**config.mk**
```make
export PLATFORM = sky130hd
export DESIGN_NAME = loop_rot_ctrl
export DESIGN_NICKNAME = d
export VERILOG_FILES = /design/src/rtl/loop_rot_pkg.sv /design/src/rtl/loop_rot_base.sv /design/src/rtl/loop_rot_map.sv /design/src/rtl/loop_count_ctl.sv /design/src/rtl/loop_rot_ctrl.sv
export SDC_FILE = /design/constraint.sdc
export NUM_CORES = 1
export LEC_CHECK = 0
export CORE_ASPECT_RATIO = 1.25
export CORE_MARGIN = 5
export CORE_UTILIZATION = 56
export CTS_BUF_LIST = sky130_fd_sc_hd__clkbuf_4 sky130_fd_sc_hd__clkbuf_8
export CTS_CLUSTER_DIAMETER = 50
export CTS_CLUSTER_SIZE = 40
export DETAILED_ROUTE_END_ITERATION = 16
export PLACE_DENSITY = 0.85
export SETUP_SLACK_MARGIN = 0.1
export SYNTH_ARGS = -nofsm -noshare
export SYNTH_HDL_FRONTEND = slang
export SYNTH_SLANG_ARGS = --single-unit
```
**constraint.sdc**
```tcl
create_clock -name clk -period 10.15 [get_ports clk]
set_input_delay 3.045 -clock clk [delete_from_list [all_inputs] [get_ports clk]]
set_output_delay 3.045 -clock clk [all_outputs]
set_load 0.01 [all_outputs]
```
**src/rtl/loop_rot_pkg.sv**
```systemverilog
// Shared types for the rotating-window loop branch controller.
package loop_rot_pkg;
    typedef enum logic {
        BR_COUNT  = 1'b0,   // counting branch, no rotation
        BR_ROTATE = 1'b1    // rotating modulo-loop branch
    } br_kind_e;

    typedef enum logic {
        CLS_GR = 1'b0,
        CLS_PR = 1'b1
    } reg_cls_e;

    // Decision of one branch, consumed by counters and offset registers
    typedef struct packed {
        logic taken;
        logic dec_lc;
        logic dec_ec;
        logic rotate;
        logic pw_en;
        logic pw_val;
    } br_action_t;
endpackage

```
**src/rtl/loop_rot_base.sv**
```systemverilog
// Rotation offset register for one register class.
// Holds the offset as a value in 0..N-1, where N-1 stands for -1.
// Assumes clear and rotate are never meant to apply together (clear wins).
module loop_rot_base #(
    parameter int N  = 96,
    parameter int BW = 7
) (
    input  logic          clk,
    input  logic          rst_n,
    input  logic          clear,
    input  logic          rotate,
    output logic [BW-1:0] base_q,
    output logic [BW-1:0] base_next
);
    // offset after one downward rotation, wrapping at zero
    always_comb begin
        base_next = (base_q == '0) ? BW'(N - 1) : base_q - BW'(1);
    end

    // offset register: reset/clear to zero, else step on rotate
    always_ff @(posedge clk) begin
        if (!rst_n)      base_q <= '0;
        else if (clear)  base_q <= '0;
        else if (rotate) base_q <= base_next;
    end
endmodule

```
**src/rtl/loop_rot_map.sv**
```systemverilog
// Virtual-to-physical register number translation for one class.
// Numbers in LO..LO+N-1 are shifted by the offset modulo N; others pass.
// Assumes the offset is below N and LO+N fits in VW+1 bits.
module loop_rot_map #(
    parameter int LO = 32,
    parameter int N  = 96,
    parameter int VW = 7,
    parameter int BW = 7
) (
    input  logic [VW-1:0] vnum,
    input  logic [BW-1:0] base,
    output logic [VW-1:0] pnum
);
    localparam int SW = VW + 1;
    localparam logic [SW-1:0] LO_S = SW'(LO);
    localparam logic [SW-1:0] HI_S = SW'(LO + N);
    localparam logic [SW-1:0] N_S  = SW'(N);

    logic [SW-1:0] v_s, off, sum, wrap;
    logic          in_rng;

    // range test, offset add and single conditional wrap
    always_comb begin
        v_s    = {1'b0, vnum};
        in_rng = (v_s >= LO_S) && (v_s < HI_S);
        off    = v_s - LO_S;
        sum    = off + SW'(base);
        wrap   = (sum >= N_S) ? sum - N_S : sum;
        pnum   = in_rng ? VW'(wrap + LO_S) : vnum;
    end
endmodule

```
**src/rtl/loop_count_ctl.sv**
```systemverilog
// Iteration and drain counters plus the branch decision logic.
// Assumes fire is already suppressed in cycles with a counter load.
module loop_count_ctl
    import loop_rot_pkg::*;
#(
    parameter int LC_W = 64,
    parameter int EC_W = 6
) (
    input  logic            clk,
    input  logic            rst_n,
    input  logic            fire,
    input  br_kind_e        kind,
    input  logic            lc_load,
    input  logic [LC_W-1:0] lc_value,
    input  logic            ec_load,
    input  logic [EC_W-1:0] ec_value,
    output br_action_t      act,
    output logic [LC_W-1:0] lc_q,
    output logic [EC_W-1:0] ec_q
);
    logic lc_live, ec_live;

    // classify the counters and pick what the branch does
    always_comb begin
        lc_live = (lc_q != '0);
        ec_live = (ec_q != '0);
        act     = '0;
        if (fire) begin
            if (kind == BR_ROTATE) begin
                if (lc_live) begin
                    act.taken  = 1'b1;
                    act.dec_lc = 1'b1;
                    act.rotate = 1'b1;
                    act.pw_en  = 1'b1;
                    act.pw_val = 1'b1;
                end else if (ec_live) begin
                    act.taken  = (ec_q > EC_W'(1));
                    act.dec_ec = 1'b1;
                    act.rotate = 1'b1;
                    act.pw_en  = 1'b1;
                    act.pw_val = 1'b0;
                end
            end else if (lc_live) begin
                act.taken  = 1'b1;
                act.dec_lc = 1'b1;
            end
        end
    end

    // iteration counter: load, else decrement on a counted branch
    always_ff @(posedge clk) begin
        if (!rst_n)          lc_q <= '0;
        else if (lc_load)    lc_q <= lc_value;
        else if (act.dec_lc) lc_q <= lc_q - LC_W'(1);
    end

    // drain counter: load, else decrement during the drain phase
    always_ff @(posedge clk) begin
        if (!rst_n)          ec_q <= '0;
        else if (ec_load)    ec_q <= ec_value;
        else if (act.dec_ec) ec_q <= ec_q - EC_W'(1);
    end
endmodule

```
**src/rtl/loop_rot_ctrl.sv**
```systemverilog
// Top of the rotating-window loop branch controller.
// Combines the counters, one offset register per class, two lookup ports
// and the stage-predicate write. Setup inputs take priority over a branch.
module loop_rot_ctrl
    import loop_rot_pkg::*;
#(
    parameter int LC_W    = 64,
    parameter int EC_W    = 6,
    parameter int VW      = 7,
    parameter int GR_LO   = 32,
    parameter int GR_N    = 96,
    parameter int PR_LO   = 16,
    parameter int PR_N    = 48,
    parameter int N_PORTS = 2
) (
    input  logic            clk,
    input  logic            rst_n,
    input  logic            clear_bases,
    input  logic            lc_load,
    input  logic [LC_W-1:0] lc_value,
    input  logic            ec_load,
    input  logic [EC_W-1:0] ec_value,
    input  logic            br_valid,
    input  logic            br_kind,
    input  logic            lk_cls_a,
    input  logic [VW-1:0]   lk_vnum_a,
    input  logic            lk_cls_b,
    input  logic [VW-1:0]   lk_vnum_b,
    output logic            br_taken,
    output logic            pw_en,
    output logic [5:0]      pw_num,
    output logic            pw_val,
    output logic [VW-1:0]   lk_pnum_a,
    output logic [VW-1:0]   lk_pnum_b
);
    localparam int GR_BW = $clog2(GR_N);
    localparam int PR_BW = $clog2(PR_N);
    localparam int PW_VW = $clog2(PR_LO + PR_N);

    logic             fire;
    br_action_t       act;
    logic [LC_W-1:0]  lc_q;
    logic [EC_W-1:0]  ec_q;
    logic [GR_BW-1:0] gbase_q, gbase_next;
    logic [PR_BW-1:0] pbase_q, pbase_next;
    logic [PW_VW-1:0] pw_map;

    // a branch is honoured only when no setup input is active
    always_comb begin
        fire = br_valid && !(clear_bases || lc_load || ec_load);
    end

    loop_count_ctl #(.LC_W(LC_W), .EC_W(EC_W)) u_cnt (
        .clk      (clk),
        .rst_n    (rst_n),
        .fire     (fire),
        .kind     (br_kind_e'(br_kind)),
        .lc_load  (lc_load),
        .lc_value (lc_value),
        .ec_load  (ec_load),
        .ec_value (ec_value),
        .act      (act),
        .lc_q     (lc_q),
        .ec_q     (ec_q)
    );

    loop_rot_base #(.N(GR_N), .BW(GR_BW)) u_gbase (
        .clk       (clk),
        .rst_n     (rst_n),
        .clear     (clear_bases),
        .rotate    (act.rotate),
        .base_q    (gbase_q),
        .base_next (gbase_next)
    );

    loop_rot_base #(.N(PR_N), .BW(PR_BW)) u_pbase (
        .clk       (clk),
        .rst_n     (rst_n),
        .clear     (clear_bases),
        .rotate    (act.rotate),
        .base_q    (pbase_q),
        .base_next (pbase_next)
    );

    // stage predicate lands on virtual PR_LO under the rotated offset
    loop_rot_map #(.LO(PR_LO), .N(PR_N), .VW(PW_VW), .BW(PR_BW)) u_pwmap (
        .vnum (PW_VW'(PR_LO)),
        .base (pbase_next),
        .pnum (pw_map)
    );

    // branch outputs straight from the decision
    always_comb begin
        br_taken = act.taken;
        pw_en    = act.pw_en;
        pw_val   = act.pw_val;
        pw_num   = 6'(pw_map);
    end

    logic          lk_cls [N_PORTS];
    logic [VW-1:0] lk_vn  [N_PORTS];
    logic [VW-1:0] lk_pn  [N_PORTS];

    // gather the lookup ports into arrays
    always_comb begin
        lk_cls[0] = lk_cls_a;
        lk_vn[0]  = lk_vnum_a;
        lk_cls[1] = lk_cls_b;
        lk_vn[1]  = lk_vnum_b;
    end

    genvar gi;
    generate
        for (gi = 0; gi < N_PORTS; gi++) begin : g_lookup
            logic [VW-1:0] gr_p, pr_p;

            loop_rot_map #(.LO(GR_LO), .N(GR_N), .VW(VW), .BW(GR_BW)) u_gmap (
                .vnum (lk_vn[gi]),
                .base (gbase_q),
                .pnum (gr_p)
            );

            loop_rot_map #(.LO(PR_LO), .N(PR_N), .VW(VW), .BW(PR_BW)) u_pmap (
                .vnum (lk_vn[gi]),
                .base (pbase_q),
                .pnum (pr_p)
            );

            // select the class translation for this port
            always_comb begin
                lk_pn[gi] = (reg_cls_e'(lk_cls[gi]) == CLS_PR) ? pr_p : gr_p;
            end
        end
    endgenerate

    // drive the lookup outputs
    always_comb begin
        lk_pnum_a = lk_pn[0];
        lk_pnum_b = lk_pn[1];
    end
endmodule

```
Word-level counts from Yosys, hierarchy flattened
Index checks and enable logic that the tools add are counted.
{"block": "op_classes", "addsub": 22, "order_cmp": 12, "n_mux": 27, "bitwise": 1, "n_reduce_logical": 13}
{"op": "$mux 64", "n": 2}
{"op": "$mux 7", "n": 11}
{"op": "$reduce_bool 64->1", "n": 1}
{"op": "$sub 64x1->64 const B", "n": 1}
{"op": "$mux 6", "n": 5}
{"op": "$add 8x6->8", "n": 2}
{"op": "$add 8x7->8", "n": 2}
{"op": "$ge 8x6->1 const B", "n": 2}
{"op": "$ge 8x7->1 const B", "n": 2}
{"op": "$sub 7x5->8 const B", "n": 2}
{"op": "$sub 7x6->8 const B", "n": 2}
{"op": "$add 7x5->7 const B", "n": 2}
{"op": "$add 7x6->7 const B", "n": 2}
{"op": "$ge 7x5->1 const B", "n": 2}
{"op": "$ge 7x6->1 const B", "n": 2}
{"op": "$lt 7x7->1 const B", "n": 2}
{"op": "$sub 7x6->7 const B", "n": 2}
{"op": "$sub 7x7->7 const B", "n": 2}
{"op": "$sub 6x1->6 const B", "n": 2}
{"op": "$mux 4", "n": 2}
{"op": "$logic_not 7->1", "n": 1}
{"op": "$sub 7x1->7 const B", "n": 1}
{"op": "$add 6x5->6 const B", "n": 1}
{"op": "$ge 6x6->1 const B", "n": 1}
{"op": "other kinds (13)", "n": 21}
{"block": "totals", "regBits": 83, "in_bits": 93, "out_inout_bits": 23, "word_cells": 79}

Longest topological paths before layout
Gate-level depths: netlist of the first run.
{"block": "depth", "depth_word": 7, "depth_mapped": 15, "mapped_depth_nobuf": 15}

By module
From an unflattened synthesis of the first run, not the netlist that was laid out.
{"block": "unflattened", "cells_unflattened": 1001, "area_unflattened_um2": 7973.9}
{"module": "loop_count_ctl", "instances": 1, "cells_per_inst": 542, "area_per_inst_um2": 4330.4}
{"module": "loop_rot_map at g_lookup[0].u_pmap ...", "instances": 2, "cells_per_inst": 74, "area_per_inst_um2": 579.3}
{"module": "loop_rot_map at g_lookup[0].u_gmap ...", "instances": 2, "cells_per_inst": 63, "area_per_inst_um2": 474.2}
{"module": "loop_rot_base at u_gbase", "instances": 1, "cells_per_inst": 59, "area_per_inst_um2": 489.2}
{"module": "loop_rot_map at u_pwmap", "instances": 1, "cells_per_inst": 56, "area_per_inst_um2": 417.9}
{"module": "loop_rot_base at u_pbase", "instances": 1, "cells_per_inst": 51, "area_per_inst_um2": 380.4}
{"module": "loop_rot_ctrl", "instances": 1, "cells_per_inst": 19, "area_per_inst_um2": 249.0}

Worst setup path after synthesis of the first run
Ideal clock, no wire load.
{"block": "synth_timing", "kind": "input to output", "startpoint": "in lk_vnum_b[4]", "endpoint": "out lk_pnum_b[6]", "arrival_ns": 6.073, "required_time_ns": 7.105, "slack_ns": 1.032, "stages": 13, "n_path_buf": 0, "cell_sequence": "inv_1 > ha_1 > inv_1 > ha_1 > and3_1 > a221o_1 > or4b_2 > nand3_1 > o21ai_0 > mux2_2 > ha_1 > xnor2_1 > a221oi_1"}
{"block": "synth_via", "elab_chain_len": 7, "elab_cells_between_ends": 19}
{"item": "start, declared", "line": "loop_rot_ctrl.sv:28", "text": "input logic [VW-1:0] lk_vnum_b,"}
{"item": "$sub 7x6->8 or $sub 7x5->8 (tied branches)", "line": "loop_rot_map.sv:26", "text": "off = v_s - LO_S;"}
{"item": "$add 8x7->8 or $add 8x6->8 (tied branches)", "line": "loop_rot_map.sv:27", "text": "sum = off + SW'(base);"}
{"item": "$sub 7x7->7 (tied with other cells)", "line": "loop_rot_map.sv:28", "text": "wrap = (sum >= N_S) ? sum - N_S : sum;"}
{"item": "$mux 7", "line": "loop_rot_map.sv:28"}
{"item": "$add 7x6->7 or $add 7x5->7 (tied branches)", "line": "loop_rot_map.sv:29", "text": "pnum = in_rng ? VW'(wrap + LO_S) : vnum;"}
{"item": "$mux 7", "line": "loop_rot_map.sv:29"}
{"item": "$mux 7 *", "line": "loop_rot_ctrl.sv:131", "text": "lk_pn[gi] = (reg_cls_e'(lk_cls[gi]) == CLS_PR) ? pr_p : gr_p;"}
{"item": "end, declared", "line": "loop_rot_ctrl.sv:34", "text": "output logic [VW-1:0] lk_pnum_b"}
Mark *: on every way between the ends. The rest lies on a longest branch, timed or not.

Final worst setup path of the first run
{"block": "layout_timing", "startpoint": "in lk_vnum_a[1]", "endpoint": "out lk_pnum_a[6]"}
{"block": "layout_via", "elab_chain_len": 7, "elab_cells_between_ends": 19}
{"item": "start, declared", "line": "loop_rot_ctrl.sv:26", "text": "input logic [VW-1:0] lk_vnum_a,"}
{"item": "$sub 7x6->8 or $sub 7x5->8 (tied branches)", "line": "loop_rot_map.sv:26"}
{"item": "$add 8x7->8 or $add 8x6->8 (tied branches)", "line": "loop_rot_map.sv:27"}
{"item": "$sub 7x7->7 (tied with other cells)", "line": "loop_rot_map.sv:28"}
{"item": "$mux 7", "line": "loop_rot_map.sv:28"}
{"item": "$add 7x6->7 or $add 7x5->7 (tied branches)", "line": "loop_rot_map.sv:29"}
{"item": "$mux 7", "line": "loop_rot_map.sv:29"}
{"item": "$mux 7 *", "line": "loop_rot_ctrl.sv:131"}
{"item": "end, declared", "line": "loop_rot_ctrl.sv:33", "text": "output logic [VW-1:0] lk_pnum_a,"}
Marks and branches as above.

==> results.yml, run 1 <==
cts:
  clkSinkCount: 83
  cts-buffers-inserted: 9
  htree_levels: 3
  post_cts_buffers: 0
  cts-resized-gates: 3
  postCtsHoldBufs: 0
  cts-root-buf: "clkbuf_8"
  insertion_delay_ns: 0.36
  cts_tree: "yes"
  path_clk_slew_ns: 0.08
  clk_path_buf_depth: 2
critical_path:
  r2r_end: "u_cnt.lc_q[43]$_SDFFE_PN0P_"
  r2r_slack_ns: 6.61
  cp_max_fo: 8
  crit_type: "primary input to output pin"
  reg2reg_depth: 7
  critical_path_required_ns: 7.11
  end_kind: "output pin"
  start_kind: "primary input"
  r2r-start: "u_cnt.lc_q[19]$_SDFFE_PN0P_"
  arrival_ns: 6.80
synthesis:
  ys_seq_elements: 83
  synthTopCellsByArea: "dfxtp_1, ha_1, o21ai_0"
  syn_inst: 947
  synth_area_leader_cell: "dfxtp_1"
  synthArstFlopShare: 0
  synth_area_um2: 7232
  synthesis.nets: 1105
  seq_area_frac_synth: 0.2298
  synth_edf_count: 0
  synth_flop_cell: "dfxtp_1"
  yosys_warnings: 0
  ys_types: 73
  syn_area_per_cell_um2: 7.637
  yosys.area.top_type_share: 0.2298
die:
  ioPinCount: 116
  placementRows: 46
  start_util: 0.5711
  die_w_um: 111.6
  die_y_um: 137.1
  die_area_um2: 15300
  design.core.area_um2: 12660
finish:
  final_common_cell: "clkdlybuf4s50_1"
  syn_to_final_growth_pct: 21.92
  final_core_util: 0.6963
  final_cell_mix: "clkdlybuf4s50_1, dfxtp_1, nor2_1"
  antenna_cells: 0
  drive_gt1_frac: 0.07034
  multi_input_area_um2: 5124
  layout.nets: 1206
  regArea_um2: 1662
  fill_cells: 1071
sta:
  slew_headroom: 0.1876
  fin_crit_sh: 0.9697
  worst_slew_pin_slew_ns: 1.208
  fmax_mhz: 101.6
  hold_viol_final: 0
  skew_ns: 0.006012
  grt_setup_unrepaired: "no"
  setup_viol: 0
  period_minus_slack_ns: 9.842
  final_max_slew_viol_count: 0
  whs_ns: 0.4750
route:
  wire_per_inst_um: 17.54
  drtIter0Drc: 693
  drc_errors: 0
  dr_total_vias: 7881
  avgViaCountPerCell: 6.460
  ant_nets: 0
  wl_um: 21400
  firstDrtPassIters: 5
global_routing:
  grt_pass1_wl_um: 34130
  grt_usage: 0.2671
  grt_max_degree: 71
  grt_pass1_vias: 7330
  grt-ovfl-total: 0
  antenna_found_initial: 0
worst_hold_path:
  hp-start: "u_cnt.lc_q[36]$_SDFFE_PN0P_"
  min_path_type: "flip-flop to flip-flop"
  holdPathStages: 2
  whs_endpoint: "u_cnt.lc_q[36]$_SDFFE_PN0P_"
power:
  power.switching_mw: 0.2756
  power_density_nw_per_um2: 102.8
  p_leak_nw: 3.342
  p_int_mw: 0.6308
  pwr-share-comb: 0.286
  peakVddDrop_v: 0.0001064
  seqPwrFrac: 0.399
  swShare: 0.3040
  power_frac_clock: 0.315
status:
  status: "complete, no violations"
placement:
  dp_hpwl_um: 15990
  place.gp.congestion: 0.9136
  io_buffers: 115
job:
  drv_cap: 0
through the flow:
| stage | instances | power, mW | setup TNS [ns] | cell area (um2) | setup WS [ns] |
|---|---|---|---|---|---|
| floorplan | 947 | 0.5224 | 0 | 7232 | 1.032 |
| global placement | 1205 | 0.6171 | 0 | 8572 | 0.05400 |
| detailed placement | 1205 | 0.6223 | -0.06035 | 8572 | -0.03207 |
| CTS | 1220 | 0.9024 | 0 | 8805 | 0.03672 |
| global route | 1220 | 0.9464 | 0 | 8817 | 0.1111 |
| finish | 1220 | 0.9064 | 0 | 8817 | 0.3079 |
flip-flops by register name, summed over array words and instances, names as in the netlist:
register	cells
u_cnt.ec_q	6
u_cnt.lc_q	64
u_gbase.base_q	7
u_pbase.base_q	6
cells in the mapped netlist (all sizes together) (5+ instances only):
cell type   n
o211ai     14
a32oi       9
inv        66
xor2        7
o31ai       6
nand4      14
dfxtp      83
clkbuf     42
or4        16
xnor2      27
a22oi      12
o21a       10
or3        21
nor2b      17
and2        6
nor4       23
nor3       38
o311a       5
and3        7
o21ai      65
a21oi      60
o311ai      9
a21o        9
nand3      24
a311o       5
mux2        6
and4        5
a31oi      26
a2111oi     8
ha         61
nand2b     14
buf         9
or2         9
nor2       67
nand2      57
a211oi     20
power groups by stage:
stage                     sequential, mW  combinational [mW]  clock, mW
after CTS                          0.361               0.255      0.286
final                              0.362               0.259      0.286
after global placement             0.367               0.250          0
after floorplan                    0.364               0.159          0
after global routing               0.364               0.284      0.299
after detailed placement           0.368               0.254          0
kinds of logic (layout without fill, tap and decap cells):
family,count (synthesis),count (layout),share of synthesized area
buffers and inverters,117,222,0.06419
AOI/OAI and AO/OA,300,300,0.2808
xor gates and xnor gates,34,34,0.04118
muxes,9,9,0.01349
DFF,83,83,0.2298
adders and majority gates,65,65,0.1166
and+or+nand+nor,339,339,0.2540
metal layers:
layer  global-route usage  up-vias  share of wire
li1                     -     3795              -
met1               0.2964     3615           0.38
met2               0.4883      386           0.49
met3              0.04069       85          0.077
met4               0.1454        0          0.045
met5                    0        -              0
worst max-delay path by stage:
| stage | startpoint | endpoint | slack (ns) | cells after the start |
|---|---|---|---|---|
| 3_3_place_gp | lk_vnum_a[2] | lk_pnum_a[5] | 0.05 | 13 |
| 5_1_grt | lk_vnum_a[1] | lk_pnum_a[6] | 0.11 | 17 |
| 6_report | lk_vnum_a[1] | lk_pnum_a[6] | 0.31 | 17 |
| 2_1_floorplan | lk_vnum_b[4] | lk_pnum_b[6] | 1.03 | 13 |
| 4_1_cts | lk_vnum_a[2] | lk_pnum_a[5] | 0.04 | 14 |
| 3_5_place_dp | lk_vnum_a[2] | lk_pnum_a[5] | -0.03 | 13 |
worst max-delay path: stages:
cell,delay (ns)
clkdlybuf4s50_1,0.46
ha_1,0.31
ha_1,0.19
inv_1,0.06
fa_1,0.39
nor2b_2,0.17
o21a_1,0.17
nor2_1,0.06
xnor2_1,0.19
ha_2,0.28
nand2_1,0.11
a2111oi_0,0.56
a211oi_1,0.10
nand3_1,0.14
xnor2_1,0.07
a22oi_1,0.17
dlygate4sd2_1,0.30
final cells by class:
type                            instances  area share
Clock buffer                           10     0.01490
Clock inverter                          5     0.01164
Inverter                               66     0.02810
Multi-Input combinational cell        747      0.5811
Sequential cell                        83      0.1884
Tap cell                              168     0.02384
Timing Repair Buffer                  141      0.1520
(Power assumes the default switching activity.)
==> run 2, diff against run 1 <==
SLEW_MARGIN = 40   (was unset)
==> run 2 against run 1 <==
Clock-buffer cell count up 2; sequential share of layout area is essentially flat; critical endpoint unchanged; worst setup slack better by 0.0090 ns; cell count is 0.16% higher; design area grew 0.18%; non-clock buffer count up 1; flip-flop and latch count stayed put.
==> results.yml, run 2 (synthesis gave the netlist of run 1 again) <==
placement:
  io_buffers: 115
  dp_hpwl_um: 16030
  place_area_um2: 8582
  place.gp.congestion: 0.9136
finish:
  final_common_cell: "clkdlybuf4s50_1"
  antenna_cells: 0
  largest_reg_flops: 64
  design_area_um2: 8833
  fill_cells: 1096
  reg.largest.list: "u_cnt.lc_q x64, u_gbase.base_q x7"
  layout.nets: 1207
  syn_to_final_growth_pct: 22.15
  drive_gt1_frac: 0.07400
  top_register: "u_cnt.lc_q"
  final_core_util: 0.6976
  final_cell_mix: "clkdlybuf4s50_1, dfxtp_1, nor2_1"
power:
  finalPower_mw: 0.8977
  power_density_nw_per_um2: 101.6
  peakVddDrop_v: 0.00007554
  p_leak_nw: 3.348
die:
  start_util: 0.5711
  die_area_um2: 15300
  design.core.area_um2: 12660
  placementRows: 46
  ioPinCount: 116
  die_w_um: 111.6
  die_y_um: 137.1
critical_path:
  reg2reg_depth: 7
  crit_top_cell: "ha_1"
  start_kind: "primary input"
  cp_slowest_stage_delay_ns: 0.46
  crit_slowest_cell: "clkdlybuf4s50_1"
  arrival_ns: 6.79
  path_depth: 14
  path_cells: "clkdlybuf4s50_1 > ha_1 > ha_1 > a211o_1 > a21o_1 > buf_4 > a2111o_1 > a31o_2 > a21o_1 > mux2_2 > ha_1 > xnor2_1 > a22oi_1 > dlygate4sd2_1"
  critical_path_required_ns: 7.11
  path_buf_inv: 3
  critPathTopFamily: "compound AO/OA/AOI/OAI gates"
  cp_max_fo: 4
  end_kind: "output pin"
  crit_type: "primary input to output pin"
status:
  status: "complete, no violations"
cts:
  htree_levels: 3
  path_clk_slew_ns: 0.09
  clkSinkCount: 83
  insertion_delay_ns: 0.36
  postCtsHoldBufs: 0
  clk_path_buf_depth: 2
  cts-buffers-inserted: 9
  cts-root-buf: "clkbuf_8"
  cts_tree: "yes"
sta:
  slew_headroom: 0.4473
  fin_crit_sh: 0.9688
  period_minus_slack_ns: 9.833
  fmax_mhz: 101.7
  skew_ns: 0.007931
  grt_setup_unrepaired: "no"
  setup_viol: 0
  hold_viol_final: 0
  finalSetupTns_ns: 0
  final_max_slew_viol_count: 0
  whs_ns: 0.4901
  worst_slew_pin_slew_ns: 0.8227
route:
  firstDrtPassIters: 5
  drc_errors: 0
  dr_total_vias: 7891
  avgViaCountPerCell: 6.457
  wl_um: 21230
  drtIter0Drc: 597
  ant_nets: 0
  wire_per_inst_um: 17.37
global_routing:
  grt_pass1_vias: 7295
  antenna_found_initial: 0
  grt_max_degree: 71
  grt_pass1_wl_um: 34020
  grt_usage: 0.2658
  grt-ovfl-total: 0
worst_hold_path:
  holdPathStages: 2
  min_path_type: "flip-flop to flip-flop"
job:
  drv_cap: 0
==> run 2: cell count changes in the layout (fill, tap and decap cells not counted), sizes merged <==
cell,delta
clkbuf,+2
bufinv,-1
buf,+1
==> run 2: final timing paths <==
path	startpoint	to	slack [ns]
min	u_cnt.lc_q[36]$_SDFFE_PN0P_	u_cnt.lc_q[36]$_SDFFE_PN0P_	0.49
max	lk_vnum_a[2]	lk_pnum_a[6]	0.32
min reg2reg	u_cnt.lc_q[36]$_SDFFE_PN0P_	u_cnt.lc_q[36]$_SDFFE_PN0P_	0.49
max reg2reg	u_cnt.lc_q[19]$_SDFFE_PN0P_	u_cnt.lc_q[41]$_SDFFE_PN0P_	6.58
==> run 2: routing by layer <==
| metal | track usage | vias to the layer above | part of all wire |
|---|---|---|---|
| li1 | - | 3809 | - |
| met1 | 0.2985 | 3631 | 0.39 |
| met2 | 0.4860 | 369 | 0.50 |
| met5 | 0 | - | 0 |
| met4 | 0.1433 | 0 | 0.044 |
| met3 | 0.03582 | 82 | 0.072 |
==> run 2: report_power, final <==
group	internal [mW]	leakage (nW)	switching [mW]	total [mW]
Sequential	0.344	0.685	0.0177	0.361
Clock	0.154	0.116	0.123	0.277
Combinational	0.123	2.55	0.136	0.259
==> run 2: cell type report <==
| class | count | area (um2) | area share |
|---|---|---|---|
| multi-input combinational | 747 | 5135 | 0.5813 |
| clock inverter | 4 | 72.57 | 0.008215 |
| clock buffer | 12 | 158.9 | 0.01799 |
| timing repair buffer | 142 | 1348 | 0.1525 |
| sequential | 83 | 1662 | 0.1881 |
| tap | 168 | 210.2 | 0.02380 |
| inverter | 66 | 247.7 | 0.02805 |
==> run 2: through the flow <==
stage / cells / worst slack [ns]
after floorplan: 947 / 1.032
after global placement: 1205 / 0.05400
after detailed placement: 1205 / -0.01944
after CTS: 1221 / 0.04118
after global routing: 1222 / 0.1224
final: 1222 / 0.3168
==> run 2: timing repair <==
item	CTS	global route
setup endpoints to repair	3	4
setup buffers	0	1
gates resized for setup	3	7
==> run 2: worst reg2reg max path, cell delays in order (launching register included) <==
cell and delay (ns):
dfxtp_1 0.36, or4_1 0.59, nor4_2 0.58, nand3_1 0.61, o21ai_0 0.71, buf_4 0.29
o311ai_0 0.15, a21oi_1 0.20
==> run 3, diff against run 2 <==
CORE_MARGIN = unset   (was 5)
SKIP_CTS_REPAIR_TIMING = 1   (was unset)
==> run 3 against run 2 <==
Worst setup slack got worse by 0.0065 ns; critical path depth grew 2; clock skew grew 0.0074 ns; sequential power about the same; clock-buffer cell count shrank 3; die area down 13%; maximum frequency barely moved; total power rose by 2.0%; utilization increased by 0.28 points; combinational power is essentially flat; register-to-register slack worse by 0.10 ns; global-route usage is 4.8 points higher; critical path type unchanged; largest power group unchanged; highest routed layer unchanged.
==> results.yml, run 3 (synthesis gave the netlist of run 1 again) <==
status:
  status: "complete, no violations"
critical_path:
  r2r-start: "u_cnt.lc_q[19]$_SDFFE_PN0P_"
  r2r_slack_ns: 6.48
  crit_slowest_cell: "clkdlybuf4s50_1"
  start_kind: "primary input"
  crit_type: "primary input to output pin"
  cp_slowest_stage_delay_ns: 0.50
  critical_path_required_ns: 7.11
  arrival_ns: 6.79
  reg2reg_depth: 7
  crit_top_cell: "ha_1"
  end_kind: "output pin"
  r2r_end: "u_cnt.lc_q[43]$_SDFFE_PN0P_"
  path_cells: "clkdlybuf4s50_1 > inv_1 > ha_1 > inv_1 > ha_1 > and3_1 > a221o_1 > buf_4 > or4_1 > a31oi_1 > o21ai_1 > mux2_2 > ha_1 > xnor2_1 > a221oi_1 > dlymetal6s2s_1"
  cp_max_fo: 4
finish:
  final_cell_mix: "clkdlybuf4s50_1, dfxtp_1, nor2_1"
  top_register: "u_cnt.lc_q"
  fill_cells: 1050
  largest_reg_flops: 64
  layout.nets: 1209
  syn_to_final_growth_pct: 22.63
  antenna_cells: 0
  multi_input_area_um2: 5135
  reg.largest.list: "u_cnt.lc_q x64, u_gbase.base_q x7"
  final_common_cell: "clkdlybuf4s50_1"
  regArea_um2: 1662
  drive_gt1_frac: 0.07576
worst_hold_path:
  holdPathStages: 2
  whs_endpoint: "u_cnt.lc_q[36]$_SDFFE_PN0P_"
  hp-start: "u_cnt.lc_q[36]$_SDFFE_PN0P_"
  min_path_type: "flip-flop to flip-flop"
sta:
  slew_headroom: 0.4031
  setup_slack_ns: 0.3103
  period_minus_slack_ns: 9.840
  fin_crit_sh: 0.9694
  grt_setup_unrepaired: "no"
  worst_slew_pin_slew_ns: 0.8921
  fmax_mhz: 101.6
  hold_viol_final: 0
  whs_ns: 0.4781
  setup_viol: 0
  final_max_slew_viol_count: 0
  skew_ns: 0.01531
route:
  avgViaCountPerCell: 6.435
  firstDrtPassIters: 7
  dr_total_vias: 7877
  ant_nets: 0
  wire_per_inst_um: 17.45
  wl_um: 21360
  drtIter0Drc: 539
  drc_errors: 0
global_routing:
  grt_usage: 0.3138
  grt_pass1_vias: 7435
  antenna_found_initial: 0
  grt_max_degree: 82
  grt_pass1_wl_um: 34090
  grt-ovfl-total: 0
die:
  ioPinCount: 116
  die_y_um: 129.1
  placementRows: 46
  design.core.area_um2: 12660
  start_util: 0.5711
  die_area_um2: 13380
  die_w_um: 103.6
cts:
  cts-buffers-inserted: 9
  clk_path_buf_depth: 2
  cts_tree: "yes"
  clkSinkCount: 83
  cts-root-buf: "clkbuf_8"
  htree_levels: 3
  path_clk_slew_ns: 0.09
  insertion_delay_ns: 0.38
power:
  finalPower_mw: 0.9154
  p_leak_nw: 3.377
  power_density_nw_per_um2: 103.2
  peakVddDrop_v: 0.00008397
job:
  drv_cap: 0
placement:
  io_buffers: 115
  dp_hpwl_um: 15740
  pre_cts_slack_ns: -0.08580
  place.gp.congestion: 0.9240
## run 3: worst max-delay path by stage
| stage | start | to | slack (ns) | depth (start not counted) |
|---|---|---|---|---|
| final | lk_vnum_b[4] | lk_pnum_b[6] | 0.31 | 16 |
| after global routing | lk_vnum_a[2] | lk_pnum_a[5] | 0.15 | 13 |
| after CTS | lk_vnum_b[4] | lk_pnum_b[6] | -0.1 | 16 |
| after detailed placement | lk_vnum_b[4] | lk_pnum_b[6] | -0.09 | 16 |
| after global placement | lk_vnum_b[4] | lk_pnum_b[6] | 0.005 | 15 |
| after floorplan | lk_vnum_b[4] | lk_pnum_b[6] | 1.03 | 13 |
## run 3: metal layers
metal / track usage / part of all wire / vias up
met1: 0.3334 / 0.39 / 3622
met3: 0.04779 / 0.065 / 78
li1: - / - / 3807
met4: 0.1509 / 0.037 / 0
met2: 0.6076 / 0.51 / 370
met5: 0 / 0 / -
## run 3: worst max-delay path: cells and delay by family
kind	cells	cell delay, ns
XOR/XNOR	1	0.12
multiplexers	1	0.30
AO/OA/AOI/OAI	4	0.95
AND/OR/NAND/NOR	2	0.60
buffers and inverters	5	0.96
adder cells (fa/ha/maj)	3	0.81
## run 3: per-stage QoR
step | area (um2) | util | setup TNS [ns] | std cells
after detailed placement | 8589 | 0.6784 | -0.08580 | 1206
after global routing | 8869 | 0.7004 | 0 | 1224
after floorplan | 7232 | - | 0 | 947
final | 8869 | 0.7004 | 0 | 1224
after CTS | 8830 | 0.6973 | -0.1130 | 1222
after global placement | 8579 | 0.6776 | 0 | 1206
## run 3: cell type report
cell class                      count  area share
Clock inverter                      7     0.01312
Multi-Input combinational cell    747      0.5790
Inverter                           66     0.02793
Clock buffer                        9     0.01397
Sequential cell                    83      0.1874
Timing Repair Buffer              144      0.1549
Tap cell                          168     0.02370
## run 3: where the power goes
part / internal (mW) / switching (mW) / leakage [nW]
Combinational: 0.125 / 0.137 / 2.57
Clock: 0.163 / 0.129 / 0.119
Sequential: 0.344 / 0.0178 / 0.685
Total: 0.632 / 0.284 / 3.38
